## src/rtl/wpas_pkg.sv

```systemverilog
package wpas_pkg;
    parameter int LEVELS = 3;
    parameter int TAPS   = 4;

    localparam int PERIOD = ((1 << LEVELS) * TAPS * TAPS) / 4;
    localparam int CW     = $clog2(PERIOD);
    localparam int TW     = $clog2(TAPS);
    localparam int WW     = CW - TW;
    localparam int A0W    = $clog2(TAPS);
    localparam int A1W    = $clog2(TAPS);
    localparam int A2W    = $clog2(2 * TAPS);

    typedef struct packed {
        logic [WW-1:0] win;
        logic [TW-1:0] tap;
    } phase_t;

    typedef struct packed {
        logic           p0_go;
        logic [A0W-1:0] l0_ra;
        logic           p1_go;
        logic           p1_src;
        logic [A1W-1:0] l1_ra_hi;
        logic [A1W-1:0] l1_ra_lo;
        logic           p2_go;
        logic           p2_half;
        logic [1:0]     p2_pair;
        logic [A2W-1:0] l2_ra_odd;
        logic [A2W-1:0] l2_ra_even;
    } rd_bus_t;

    function automatic phase_t split_cycle(input logic [CW-1:0] c);
        phase_t p;
        p.win = c[CW-1:TW];
        p.tap = c[TW-1:0];
        return p;
    endfunction

    function automatic logic last_tap(input logic [TW-1:0] t);
        return t == TW'(TAPS - 1);
    endfunction
endpackage

```

## src/rtl/wpas_cycle_ctr.sv

```systemverilog
module wpas_cycle_ctr
    import wpas_pkg::*;
(
    input  logic          clk,
    input  logic          rst,
    output logic [CW-1:0] cyc
);
    always_ff @(posedge clk) begin
        if (rst) begin
            cyc <= '0;
        end else if (cyc == CW'(PERIOD - 1)) begin
            cyc <= '0;
        end else begin
            cyc <= cyc + CW'(1);
        end
    end
endmodule

```

## src/rtl/wpas_wr_ptr.sv

```systemverilog
module wpas_wr_ptr #(
    parameter int W = 2
) (
    input  logic         clk,
    input  logic         rst,
    input  logic         we,
    output logic [W-1:0] ptr
);
    always_ff @(posedge clk) begin
        if (rst) begin
            ptr <= '0;
        end else if (we) begin
            ptr <= ptr + W'(1);
        end
    end
endmodule

```

## src/rtl/wpas_rd_gen.sv

```systemverilog
module wpas_rd_gen
    import wpas_pkg::*;
(
    input  logic [CW-1:0] cyc,
    output rd_bus_t       rd
);
    phase_t        ph;
    logic [CW-1:0] t0;
    logic [CW-1:0] t1;
    logic [WW-1:0] newest2;
    logic [CW-1:0] t2;
    logic          same_par;

    always_comb begin
        ph = split_cycle(cyc);

        // level 0: stride-one taps back from the newest odd sample
        t0 = CW'({ph.win, 1'b0}) - CW'(1) - CW'(ph.tap);

        // level 1: one half per window, taps back from the last pair written
        t1 = CW'(ph.win) - CW'(1) - CW'(ph.tap);

        // level 2: pick newest entry of the wanted source parity, stride two
        same_par = ph.win[0] == ph.win[1];
        newest2  = ph.win - WW'(1) - WW'(same_par);
        t2       = CW'(newest2) - CW'({ph.tap, 1'b0});

        rd.p0_go      = ph.tap == '0;
        rd.l0_ra      = t0[A0W-1:0];

        rd.p1_go      = ph.tap == '0;
        rd.p1_src     = ph.win[0];
        rd.l1_ra_hi   = ph.win[0] ? '0 : t1[A1W-1:0];
        rd.l1_ra_lo   = ph.win[0] ? t1[A1W-1:0] : '0;

        rd.p2_go      = ph.tap == '0;
        rd.p2_half    = ph.win[0];
        rd.p2_pair    = 2'd3 - ph.win[1:0];
        rd.l2_ra_odd  = ph.win[0] ? '0 : t2[A2W-1:0];
        rd.l2_ra_even = ph.win[0] ? t2[A2W-1:0] : '0;
    end
endmodule

```

## src/rtl/wpas_seq.sv

```systemverilog
module wpas_seq
    import wpas_pkg::*;
(
    input  logic           clk,
    input  logic           rst,
    output logic [CW-1:0]  cyc,
    output logic           l0_we,
    output logic [A0W-1:0] l0_wa,
    output logic [A0W-1:0] l0_ra,
    output logic           p0_go,
    output logic           l1_we,
    output logic [A1W-1:0] l1_wa_hi,
    output logic [A1W-1:0] l1_wa_lo,
    output logic [A1W-1:0] l1_ra_hi,
    output logic [A1W-1:0] l1_ra_lo,
    output logic           p1_go,
    output logic           p1_src,
    output logic           l2_we,
    output logic [A2W-1:0] l2_wa_odd,
    output logic [A2W-1:0] l2_wa_even,
    output logic [A2W-1:0] l2_ra_odd,
    output logic [A2W-1:0] l2_ra_even,
    output logic           p2_go,
    output logic           p2_half,
    output logic [1:0]     p2_pair,
    output logic           fin_we
);
    phase_t  ph;
    rd_bus_t rd;
    logic [1:0][A1W-1:0] l1_ptr;
    logic [1:0][A2W-1:0] l2_ptr;

    wpas_cycle_ctr i_ctr (.clk(clk), .rst(rst), .cyc(cyc));

    assign ph     = split_cycle(cyc);
    assign l0_we  = ~cyc[0];
    assign l1_we  = last_tap(ph.tap);
    assign l2_we  = last_tap(ph.tap);
    assign fin_we = last_tap(ph.tap);

    wpas_wr_ptr #(.W(A0W)) i_wp0 (.clk(clk), .rst(rst), .we(l0_we), .ptr(l0_wa));

    for (genvar h = 0; h < 2; h++) begin : g_half
        wpas_wr_ptr #(.W(A1W)) i_wp1 (.clk(clk), .rst(rst), .we(l1_we), .ptr(l1_ptr[h]));
        wpas_wr_ptr #(.W(A2W)) i_wp2 (.clk(clk), .rst(rst), .we(l2_we), .ptr(l2_ptr[h]));
    end

    assign l1_wa_hi   = l1_ptr[0];
    assign l1_wa_lo   = l1_ptr[1];
    assign l2_wa_odd  = l2_ptr[0];
    assign l2_wa_even = l2_ptr[1];

    wpas_rd_gen i_rd (.cyc(cyc), .rd(rd));

    assign p0_go      = rd.p0_go;
    assign l0_ra      = rd.l0_ra;
    assign p1_go      = rd.p1_go;
    assign p1_src     = rd.p1_src;
    assign l1_ra_hi   = rd.l1_ra_hi;
    assign l1_ra_lo   = rd.l1_ra_lo;
    assign p2_go      = rd.p2_go;
    assign p2_half    = rd.p2_half;
    assign p2_pair    = rd.p2_pair;
    assign l2_ra_odd  = rd.l2_ra_odd;
    assign l2_ra_even = rd.l2_ra_even;
endmodule

```

## config.mk

```make
export PLATFORM = sky130hd
export DESIGN_NAME = wpas_seq
export DESIGN_NICKNAME = d
export VERILOG_FILES = /design/src/rtl/wpas_pkg.sv /design/src/rtl/wpas_cycle_ctr.sv /design/src/rtl/wpas_wr_ptr.sv /design/src/rtl/wpas_rd_gen.sv /design/src/rtl/wpas_seq.sv
export SDC_FILE = /design/constraint.sdc
export NUM_CORES = 1
export LEC_CHECK = 0
export BUFFER_PORTS_ARGS = -buffer_cell sky130_fd_sc_hd__buf_2
export CORE_MARGIN = 1
export CORE_UTILIZATION = 41
export CTS_BUF_LIST = sky130_fd_sc_hd__clkbuf_4 sky130_fd_sc_hd__clkbuf_8
export CTS_CLUSTER_SIZE = 25
export DETAILED_ROUTE_END_ITERATION = 6
export PLACE_DENSITY_LB_ADDON = 0.2
export SYNTH_ARGS = -nofsm -noshare
export SYNTH_HDL_FRONTEND = slang
export SYNTH_HIERARCHICAL = 1
export SYNTH_SLANG_ARGS = --single-unit
export TNS_END_PERCENT = 30
```

## constraint.sdc

```tcl
create_clock -name clk -period 5.2 [get_ports clk]
set_input_delay 1.56 -clock clk [delete_from_list [all_inputs] [get_ports clk]]
set_output_delay 1.56 -clock clk [all_outputs]
set_load 0.02 [all_outputs]
```

**Word level (Yosys, flattened, before mapping)**

Index checks and enable logic that the tools add are counted.

- Bits in registers: 17
- Latch bits: 0
- RAM bits: 0
- Memory bits (read-only): 0
- Memories: 0

- Add/sub/neg operators: 14
- Multipliers: 0
- Divide/modulo/power cells: 0
- $lt $le $gt $ge: 0
- Eq/ne operators: 3
- Shift operators: 0
- Mux-type cells: 4
- Bitwise operators: 1
- Reduce and logical (&&, ||, !) cells: 2

Operator list:

| cell | count |
|---|---|
| $add A2 B1 Y2 const B | 3 |
| $add A3 B1 Y3 const B | 2 |
| $mux W3 | 2 |
| $add A5 B1 Y5 const B | 1 |
| $eq A5 B5 Y1 const B | 1 |
| $mux W2 | 2 |
| $sub A2 B1 Y2 const B | 2 |
| $sub A2 B2 Y2 | 2 |
| $sub A3 B1 Y3 | 1 |
| $sub A3 B1 Y3 const B | 1 |
| $sub A3 B3 Y3 | 1 |
| $eq A2 B2 Y1 const B | 1 |
| $logic_not A2 Y1 | 1 |
| $reduce_or A2 Y1 | 1 |
| $sub A2 B2 Y2 const A | 1 |
| $eq A1 B1 Y1 | 1 |
| $not A1 Y1 | 1 |

**Longest topological paths before layout**

Gate-level depths: netlist of run 1.

- Depth after elaboration: 4
- Gate-level depth with buffers: 8
- Gate-level depth less buffers: 7

**By module**

Netlist of run 1, hierarchy kept.

Modules (own cells, without submodules):

| module | times used | cells an instance | area each (sq um) | seq. area each (sq um) |
|---|---|---|---|---|
| wpas_wr_ptr at g_half[0].i_wp2 ... | 2 | 11 | 121.4 | 60.1 |
| wpas_wr_ptr at g_half[0].i_wp1 ... | 3 | 7 | 78.8 | 40.0 |
| wpas_rd_gen | 1 | 29 | 221.5 | 0.0 |
| wpas_cycle_ctr | 1 | 17 | 203.9 | 100.1 |
| wpas_seq | 1 | 4 | 25.0 | 0.0 |

**Least setup slack after synthesis of run 1**

OpenSTA, ideal clock, no wires.

- Path kind: flip-flop to output port
- Start: register i_ctr.cyc[2]
- End: output l2_ra_even[2]
- Arrival time: 2.397 ns
- Required time: 3.640 ns
- Path slack: 1.243 ns
- Cell stages (with the launch flop): 9
- Path buffers: 1
- Cell sequence: dfxtp_1 -> buf_2 -> inv_1 -> ha_1 -> xor2_1 -> fa_1 -> xnor2_1 -> xnor2_1 -> nor2_1

- Word-level cells in the longest chain between the ends: 4
- Elaborated cells between the ends (all ways): 5
- Those cells by class: add/sub (3); eq/ne (1); mux (1)

RTL lines:

| element | line | RTL |
|---|---|---|
| start: declaration | wpas_cycle_ctr.sv:6 | `output logic [CW-1:0] cyc` |
| start signal: assignment | wpas_cycle_ctr.sv:14 | `cyc <= cyc + CW'(1);` |
| $sub A3 B1 Y3 or $eq A1 B1 Y1 (tied branches) | wpas_rd_gen.sv:25, wpas_rd_gen.sv:24 |  |
| $sub A3 B1 Y3 | wpas_rd_gen.sv:25 | `newest2 = ph.win - WW'(1) - WW'(same_par);` |
| $sub A3 B3 Y3 | wpas_rd_gen.sv:26 | `t2 = CW'(newest2) - CW'({ph.tap, 1'b0});` |
| $mux W3 (*) | wpas_rd_gen.sv:40 | `rd.l2_ra_even = ph.win[0] ? t2[A2W-1:0] : '0;` |
| end: declaration | wpas_seq.sv:22 | `output logic [A2W-1:0] l2_ra_even,` |

Mark *: on every way between the ends. The rest lies on a longest branch, timed or not.

**Worst setup path in the final report of run 1**

- Start: register i_ctr.cyc[2]
- End: output l2_ra_odd[2]

- Word-level cells in the longest chain between the ends: 4
- Elaborated cells between the ends (all ways): 5
- Those cells by class: add/sub (3); eq/ne (1); mux (1)

RTL lines:

| element | line | RTL |
|---|---|---|
| $sub A3 B1 Y3 or $eq A1 B1 Y1 (tied branches) | wpas_rd_gen.sv:25, wpas_rd_gen.sv:24 |  |
| $sub A3 B1 Y3 | wpas_rd_gen.sv:25 |  |
| $sub A3 B3 Y3 | wpas_rd_gen.sv:26 |  |
| $mux W3 (*) | wpas_rd_gen.sv:39 | `rd.l2_ra_odd = ph.win[0] ? '0 : t2[A2W-1:0];` |
| end: declaration | wpas_seq.sv:21 | `output logic [A2W-1:0] l2_ra_odd,` |

Marks and branches as above.

==> results.py, run 1 <==
metrics = {
    "layout": {
        "fillers": 199,
        "fin_area_mm2": 0.00115,
        "post-route-util_pct": 56.1,
        "nets": 143,
        "syn2layout_area_growth_pct": 23.3,
        "drive_gt1_share_pct": 41.2,
        "diodes": 0,
    },
    "global_route": {
        "grt_pass1_vias": 619,
        "grt_max_degree": 19,
        "grt_pass1_wl_um": 2620,
        "grt_overflow": 0,
        "antenna_found_initial": 0,
        "grt_util_all_layers_pct": 13.7,
    },
    "critical_path": {
        "endpoint_kind": "primary output",
        "reg2reg_slack_ns": 3.49,
        "timing.rr.start": "i_ctr/cyc[0]",
        "required_ns": 3.64,
        "critPathArrivalTime_ns": 2.65,
        "cp-endpoint": "l2_ra_odd[2]",
        "reg2reg_to": "i_ctr/cyc[3]",
        "setup.worst_path.start_class": "flop",
        "critPathKind": "flop to primary output",
        "r2r_cells": 5,
        "crit_fanout": 14,
        "setup.worst_path.start": "i_ctr/cyc[2]",
    },
    "min_path": {
        "hp-start": "g_half[0].i_wp2/ptr[1]",
        "min_path_type": "flop to flop",
    },
    "sta": {
        "slew_viol_final": 0,
        "layout_setup_ws_ns": 0.989,
        "rsz0062_at_grt": "false",
        "post-route-period-util_pct": 81.0,
        "final-hold-violation-count": 0,
        "finalSetupViolations": 0,
        "max_slew.worst_pin.slew_ns": 0.683,
        "fin_crit_ns": 4.21,
        "skew_ns": 0.00417,
        "tns_ns": 0,
        "maxSlewHeadroom_pct": 54.5,
        "max_freq_mhz": 237,
    },
    "power_and_ir_drop": {
        "ir_worst_vdd_mv": 0.159,
        "power_density_mw_per_mm2": 261,
        "total_leakage_power_nw": 0.563,
    },
    "clock_tree": {
        "cts-htree-levels": 1,
        "tritoncts": "built",
        "postCtsHoldBufs": 0,
        "cts_sinks": 17,
        "clk_pin_slew_worst_paths_ns": 0.10,
        "cts.path.max_buffers": 2,
        "postCtsSetupBuffers": 0,
        "cts_buffers": 3,
        "ctsRootBufferMaster": "clkbuf_4",
        "cts-resized-gates": 0,
        "clk-insertion-delay-late_ns": 0.28,
    },
    "logic_synthesis": {
        "synth_area_um2": 930,
        "avgSynthCellArea_um2": 10.0,
        "yosysSeqAreaShare_pct": 36.6,
        "ys_warn_count": 6,
        "synth_nets": 104,
        "synth_cell_types": 23,
        "synth_seq_cells": 17,
        "syn_inst": 93,
    },
    "detailed_routing": {
        "drtIter0Drc": 4,
        "drt_wl_total_um": 1660,
        "first_pass_iters": 2,
        "num_vias": 719,
        "viasPerCell": 4.55,
        "drc_errors": 0,
        "wl_per_cell_um": 10.5,
        "drtAntennaViolNets": 0,
    },
    "die": {
        "start_util_pct": 45.5,
        "rows": 16,
        "core_mm2": 0.00204,
        "die_h_um": 49.6,
        "die_area_mm2": 0.00246,
        "die_w_um": 49.6,
        "ios": 42,
    },
    "placed_design": {
        "dp_hpwl_um": 1200,
        "portBuffers": 41,
        "place.gp.congestion": 0.702,
        "place_ws_ns": 1.29,
        "placed_area_mm2": 0.00112,
    },
    "outcome": {
        "status": "complete, no violations",
    },
    "run": {
        "cap_violations": 0,
    },
}
## state kept, by name, indices dropped and copies added (netlist names)
signal,flops
g_half.i_wp2/ptr,6
i_wp0/ptr,2
i_ctr/cyc,5
g_half.i_wp1/ptr,4
## synthesized netlist by cell type (all sizes together)
cell	number	share of area, %
a21bo	5	5.4
a21oi	5	3.9
and2	1	0.67
and3	1	0.81
buf	7	5.4
dfxtp	17	37
fa	1	2.2
ha	8	11
inv	4	1.6
mux2	1	1.6
mux2i	2	2.2
nand3	1	1.1
nand3b	5	4.0
nor2	15	6.1
nor2b	1	0.67
nor3	3	1.6
nor3b	3	2.4
xnor2	11	10
xor2	2	2.7
## critical path, stage by stage (launching register included)
cell and delay, ns:
dfxtp_1 0.63, inv_1 0.24, ha_1 0.36, xor2_1 0.17, fa_1 0.40, xnor2_1 0.15, xnor2_1 0.20, nor2_1 0.06
buf_2 0.18
## report_power, final
group	switching, mW	leakage (nW)	internal [mW]	total [mW]
Sequential	0.0102	0.138	0.136	0.146
Clock	0.0393	0.0177	0.0285	0.0678
Combinational	0.0524	0.407	0.0323	0.0847
Total	0.102	0.563	0.197	0.299
## cell families after synthesis
family | synth area share, %
xor gates and xnor gates | 13.1
and+or+nand+nor | 17.4
DFF | 36.6
buffers and inverters | 7.00
AOI/OAI and AO/OA | 9.29
muxes | 3.77
adders and majority gates | 12.9
## how the worst min path moves through the flow
stage                                   endpoint  slack (ns)  depth (start not counted)
final                     g_half[0].i_wp2/ptr[1]        0.53                          2
after CTS                 g_half[0].i_wp2/ptr[1]        0.54                          2
after floorplan           g_half[0].i_wp2/ptr[1]        0.59                          2
after global routing      g_half[0].i_wp2/ptr[1]        0.57                          2
after detailed placement  g_half[0].i_wp2/ptr[1]        0.51                          2
after global placement    g_half[0].i_wp2/ptr[1]        0.50                          2
## cell usage in the layout (no fill, tap or decap)
master and count:
buf_2 41, dfxtp_1 17, nor2_1 15, xnor2_1 11, ha_1 8, nand3b_1 5, inv_1 4, clkbuf_4 3
a21bo_1 3, a21oi_2 3, nor3_1 3, nor3b_1 3, mux2i_1 2, a21bo_2 2, a21oi_1 2, and2_1 1
clkinv_2 1, and3_2 1, nand3_2 1, mux2_4 1, xor2_1 1, nor2b_1 1, xor2_2 1, fa_1 1
## through the flow
| step | std cells | hold WS, ns | power (mW) |
|---|---|---|---|
| after floorplan | 93 | 0.593 | 0.213 |
| after global placement | 154 | 0.501 | 0.232 |
| after detailed placement | 154 | 0.513 | 0.235 |
| after CTS | 158 | 0.537 | 0.304 |
| after global routing | 158 | 0.572 | 0.318 |
| final | 158 | 0.533 | 0.299 |
## per-layer routing
metal / up-vias / track usage [%] / part of all wire, % / wire, µm
li1: 380 / - / - / -
met1: 309 / 17.8 / 51 / 837
met2: 28 / 21.2 / 43 / 706
met3: 2 / 1.85 / 5.9 / 98
met4: 0 / 8.57 / 0.85 / 14
met5: - / 0 / 0 / 0
## area by class of cell
class | instances | area, µm² | area share (%)
Tap cell | 27 | 33.8 | 2.95
Inverter | 4 | 15.0 | 1.31
Timing Repair Buffer | 41 | 205 | 17.9
Clock buffer | 3 | 22.5 | 1.97
Clock inverter | 1 | 5.00 | 0.437
Sequential cell | 17 | 340 | 29.7
Multi-Input combinational cell | 65 | 524 | 45.7
(Power assumes the default switching activity.)
==> run 2: changes to the inputs <==
- clock period: 5.2 -> 4.05 ns (I/O delays scaled with it)
==> results.py, run 2 (synthesized netlist as in run 1, its figures left out) <==
metrics = {
    "outcome": {
        "status": "complete, no violations",
    },
    "die": {
        "die_w_um": 49.6,
        "start_util_pct": 45.5,
        "die_h_um": 49.6,
        "core_mm2": 0.00204,
        "rows": 16,
        "ios": 42,
        "die_area_mm2": 0.00246,
    },
    "detailed_routing": {
        "wl_per_cell_um": 10.3,
        "wl_met1_um": 780,
        "drtIter0Drc": 5,
        "drc_errors": 0,
        "drt_wl_total_um": 1660,
        "wl_met2_um": 749,
        "num_vias": 755,
        "viasPerCell": 4.69,
        "dr_wl_met3_um": 111,
        "first_pass_iters": 2,
        "drtAntennaViolNets": 0,
        "top_layer": "met4",
    },
    "sta": {
        "finalSetupViolations": 0,
        "final-hold-violation-count": 0,
        "layout_setup_ws_ns": 0.476,
        "skew_ns": 0.0156,
        "post-route-period-util_pct": 88.2,
        "max_freq_mhz": 280,
        "slew_viol_final": 0,
        "fin_crit_ns": 3.57,
        "max_slew.worst_pin.slew_ns": 0.354,
        "rsz0062_at_grt": "false",
        "tns_ns": 0,
        "maxSlewHeadroom_pct": 76.4,
    },
    "clock_tree": {
        "cts_buffers": 3,
        "cts_sinks": 17,
        "postCtsSetupBuffers": 0,
        "clk-insertion-delay-late_ns": 0.29,
        "clk_pin_slew_worst_paths_ns": 0.11,
        "postCtsHoldBufs": 0,
        "tritoncts": "built",
        "ctsRootBufferMaster": "clkbuf_4",
        "cts-htree-levels": 1,
        "cts.path.max_buffers": 2,
        "cts-resized-gates": 0,
    },
    "layout": {
        "largest_reg_flops": 6,
        "reg_top3": "g_half.i_wp2/ptr (6), i_ctr/cyc (5), g_half.i_wp1/ptr (4)",
        "multiInputGateArea_um2": 524,
        "diodes": 0,
        "drive_gt1_share_pct": 42.5,
        "layout_commonest_cell": "buf_2",
        "final_cell_mix": "41 x buf_2, 17 x dfxtp_1, 15 x nor2_1, 11 x xnor2_1, 8 x ha_1",
        "layout.area.seq_um2": 340,
        "fillers": 210,
        "syn2layout_area_growth_pct": 25.7,
        "post-route-util_pct": 57.2,
        "nets": 146,
        "top_register": "g_half.i_wp2/ptr",
    },
    "global_route": {
        "grt_overflow": 0,
        "grt_max_degree": 19,
        "antenna_found_initial": 0,
        "grt_util_all_layers_pct": 14.2,
        "grt_pass1_wl_um": 2730,
        "grt_pass1_vias": 609,
    },
    "critical_path": {
        "critPathKind": "flop to primary output",
        "endpoint_kind": "primary output",
        "required_ns": 2.83,
        "setup.worst_path.start_class": "flop",
        "critPathArrivalTime_ns": 2.36,
        "crit_fanout": 14,
    },
    "power_and_ir_drop": {
        "ir_worst_vdd_mv": 0.197,
        "power_density_mw_per_mm2": 332,
        "total_leakage_power_nw": 0.579,
    },
    "placed_design": {
        "place.gp.congestion": 0.654,
        "portBuffers": 41,
        "dp_hpwl_um": 1210,
        "place_ws_ns": 0.801,
    },
    "min_path": {
        "min_path_type": "flop to flop",
    },
    "run": {
        "cap_violations": 0,
    },
}
run 2: changes by cell type in the layout (fill, tap and decap cells not counted):
cell	delta
buf_4	+3
run 2: worst max-delay path, stage by stage, from the launching register on:
cell	delay, ns
dfxtp_1	0.32
buf_4	0.19
inv_1	0.13
ha_1	0.32
xor2_1	0.17
fa_1	0.38
xnor2_1	0.14
xnor2_1	0.20
nor2_1	0.05
buf_2	0.15
run 2: per-stage QoR:
| stage | instance area, µm² | cells | hold WS, ns | total power [mW] |
|---|---|---|---|---|
| CTS | 1170 | 161 | 0.542 | 0.395 |
| detailed placement | 1140 | 157 | 0.521 | 0.303 |
| floorplan | 930 | 93 | 0.593 | 0.273 |
| finish | 1170 | 161 | 0.539 | 0.388 |
| global placement | 1140 | 157 | 0.500 | 0.301 |
| global route | 1170 | 161 | 0.578 | 0.412 |
run 2: metal layers:
layer | vias to the layer above | track usage [%]
met1 | 341 | 19.0
met3 | 2 | 2.78
met4 | 0 | 7.14
met2 | 28 | 21.6
met5 | - | 0
li1 | 384 | -
run 2: worst paths after layout:
kind | from | to | slack (ns) | cells after the start
setup / recovery | i_ctr/cyc[2] | l2_ra_odd[2] | 0.48 | 9
hold / removal | g_half[0].i_wp2/ptr[2] | g_half[0].i_wp2/ptr[2] | 0.54 | 2
setup reg to reg | i_ctr/cyc[1] | i_ctr/cyc[3] | 2.39 | 5
hold reg to reg | g_half[0].i_wp2/ptr[2] | g_half[0].i_wp2/ptr[2] | 0.54 | 2
run 2: final cells by class:
cell class | count | area share [%]
Clock inverter | 1 | 0.428
Clock buffer | 3 | 1.93
Timing Repair Buffer | 44 | 19.5
Tap cell | 27 | 2.89
Inverter | 4 | 1.28
Sequential cell | 17 | 29.1
Multi-Input combinational cell | 65 | 44.9
run 2: power breakdown:
| part | leakage (nW) | total, mW | internal, mW | switching, mW |
|---|---|---|---|---|
| clock network | 0.0177 | 0.0900 | 0.0367 | 0.0533 |
| registers | 0.138 | 0.184 | 0.175 | 0.00875 |
| logic | 0.423 | 0.114 | 0.0436 | 0.0706 |
| total | 0.579 | 0.388 | 0.255 | 0.133 |
==> run 3: changes to the inputs <==
- SYNTH_HIERARCHICAL: 1 -> unset
==> results.py, run 3 <==
metrics = {
    "logic_synthesis": {
        "yosysSeqAreaShare_pct": 36.7,
        "yosysMostFrequentCell": "nor2_1",
        "netlist.area_leader.share_pct": 36.7,
        "syn_inst": 100,
        "synth_top_flop_cell": "dfxtp_1",
        "synth_enable_flop_cells": 0,
        "synth_cell_types": 18,
        "avgSynthCellArea_um2": 9.27,
        "ys_warn_count": 0,
        "synthTopCellsByArea": "dfxtp_1 37%, ha_1 15%, xnor2_1 9.4%, nor2_1 7.3%, buf_4 5.7%",
        "synth_commonest_cells": "18 x nor2_1, 17 x dfxtp_1, 11 x ha_1",
        "synth_top_area_cell": "dfxtp_1",
        "synth_area_um2": 927,
        "synth-async-reset-ratio_pct": 0,
        "synth_seq_cells": 17,
        "synth_nets": 114,
    },
    "sta": {
        "final-hold-violation-count": 0,
        "maxSlewHeadroom_pct": 59.8,
        "post-route-period-util_pct": 88.4,
        "max_slew.worst_pin.slew_ns": 0.603,
        "rsz0062_at_grt": "false",
        "layout_setup_ws_ns": 0.471,
        "skew_ns": 0.00997,
        "fin_crit_ns": 3.58,
        "finalSetupViolations": 0,
        "slew_viol_final": 0,
        "max_freq_mhz": 279,
        "tns_ns": 0,
    },
    "detailed_routing": {
        "drc_errors": 0,
        "first_pass_iters": 3,
        "drtIter0Drc": 5,
        "viasPerCell": 4.34,
        "drt_wl_total_um": 1530,
        "wl_per_cell_um": 9.41,
        "drtAntennaViolNets": 0,
        "num_vias": 703,
    },
    "placed_design": {
        "portBuffers": 41,
        "place.gp.congestion": 0.705,
        "place_ws_ns": 0.766,
    },
    "layout": {
        "reg_top3": "g_half.i_wp2.ptr (6), i_ctr.cyc (5), g_half.i_wp1.ptr (4)",
        "layout_commonest_cell": "buf_2",
        "final_cell_mix": "41 x buf_2, 18 x nor2_1, 17 x dfxtp_1, 11 x ha_1, 10 x xnor2_1",
        "drive_gt1_share_pct": 35.6,
        "nets": 150,
        "post-route-util_pct": 55.0,
        "fillers": 209,
        "syn2layout_area_growth_pct": 21.1,
        "top_register": "g_half.i_wp2.ptr",
        "largest_reg_flops": 6,
        "diodes": 0,
    },
    "clock_tree": {
        "clk_pin_slew_worst_paths_ns": 0.10,
        "cts_sinks": 17,
        "cts-resized-gates": 0,
        "ctsRootBufferMaster": "clkbuf_4",
        "cts_buffers": 3,
        "cts.path.max_buffers": 2,
        "postCtsSetupBuffers": 0,
        "postCtsHoldBufs": 0,
        "cts-htree-levels": 1,
        "tritoncts": "built",
        "clk-insertion-delay-late_ns": 0.28,
    },
    "critical_path": {
        "r2r_cells": 4,
        "critPathArrivalTime_ns": 2.36,
        "critPathKind": "flop to primary output",
        "crit_fanout": 6,
        "endpoint_kind": "primary output",
        "required_ns": 2.83,
        "setup.worst_path.start_class": "flop",
    },
    "die": {
        "core_mm2": 0.00204,
        "die_w_um": 49.6,
        "ios": 42,
        "rows": 16,
        "start_util_pct": 45.4,
        "die_h_um": 49.6,
        "die_area_mm2": 0.00246,
    },
    "run": {
        "cap_violations": 0,
    },
    "global_route": {
        "grt_pass1_vias": 640,
        "grt_pass1_wl_um": 2660,
        "grt_overflow": 0,
        "antenna_found_initial": 0,
        "grt_max_degree": 18,
        "grt_util_all_layers_pct": 13.8,
    },
    "min_path": {
        "min_path_type": "flop to flop",
        "hold-path-cell-count": 2,
    },
    "outcome": {
        "status": "complete, no violations",
    },
    "power_and_ir_drop": {
        "total_power_uw": 383,
        "power_density_mw_per_mm2": 342,
        "ir_worst_vdd_mv": 0.197,
        "total_leakage_power_nw": 0.598,
    },
}
run 3: cell count changes after synthesis, sizes merged, moves of 2 or more:
cell | before | now
nand2 | 0 | 5
ha | 8 | 11
buf | 7 | 11
nor3 | 3 | 5
xor2 | 2 | 6
nor2 | 15 | 18
a21bo | 5 | 0
and2 | 1 | 3
nand3b | 5 | 0
a21oi | 5 | 0
inv | 4 | 7
run 3: critical path, stage by stage, from the launching register on:
cell and delay, ns:
dfxtp_1 0.46, inv_1 0.14, ha_1 0.33, xnor2_1 0.15, fa_1 0.44, xor2_1 0.16, xnor2_1 0.19, nor2_1 0.05
buf_2 0.16
run 3: routing by layer:
layer	routed length, µm	vias to the layer above	global-route usage, %	part of all wire [%]
met4	0	0	4.29	0
li1	-	368	-	-
met5	0	-	0	0
met1	726	311	15.8	48
met2	702	24	24.5	46
met3	96	0	3.70	6.3
run 3: area by class of cell:
class / count / area (µm²) / area share [%]
multi-input combinational: 65 / 482 / 42.9
clock buffer: 3 / 22.5 / 2.01
clock inverter: 1 / 5.00 / 0.446
timing repair buffer: 42 / 213 / 19.0
sequential: 17 / 340 / 30.3
tap: 27 / 33.8 / 3.01
inverter: 7 / 26.3 / 2.34
run 3: cell families (layout without fill, tap and decap cells):
family	Yosys count	after routing	synth area share, %
muxes	2	2	2.16
adders and majority gates	12	12	17.0
and+or+nand+nor	35	35	17.7
buffers and inverters	18	53	11.3
xor gates and xnor gates	16	16	15.1
DFF	17	17	36.7
run 3: power breakdown:
part           switching, mW  internal [mW]
Combinational         0.0719         0.0424
Clock                 0.0496         0.0366
Sequential           0.00826          0.175
run 3: final timing paths:
| path | startpoint | endpoint | slack, ns |
|---|---|---|---|
| worst min register to register | i_wp0.ptr[0] | i_wp0.ptr[0] | 0.51 |
| worst max-delay path | i_ctr.cyc[3] | l2_ra_even[2] | 0.47 |
| worst min-delay path | i_wp0.ptr[0] | i_wp0.ptr[0] | 0.51 |
| worst max register to register | i_ctr.cyc[0] | i_ctr.cyc[4] | 2.24 |
run 3: metrics by stage:
stage,hold slack (ns),instance area (µm²),std cells
finish,0.514,1120,162
detailed placement,0.497,1090,158
global route,0.536,1120,162
global placement,0.489,1090,158
CTS,0.521,1120,162
floorplan,0.568,927,100
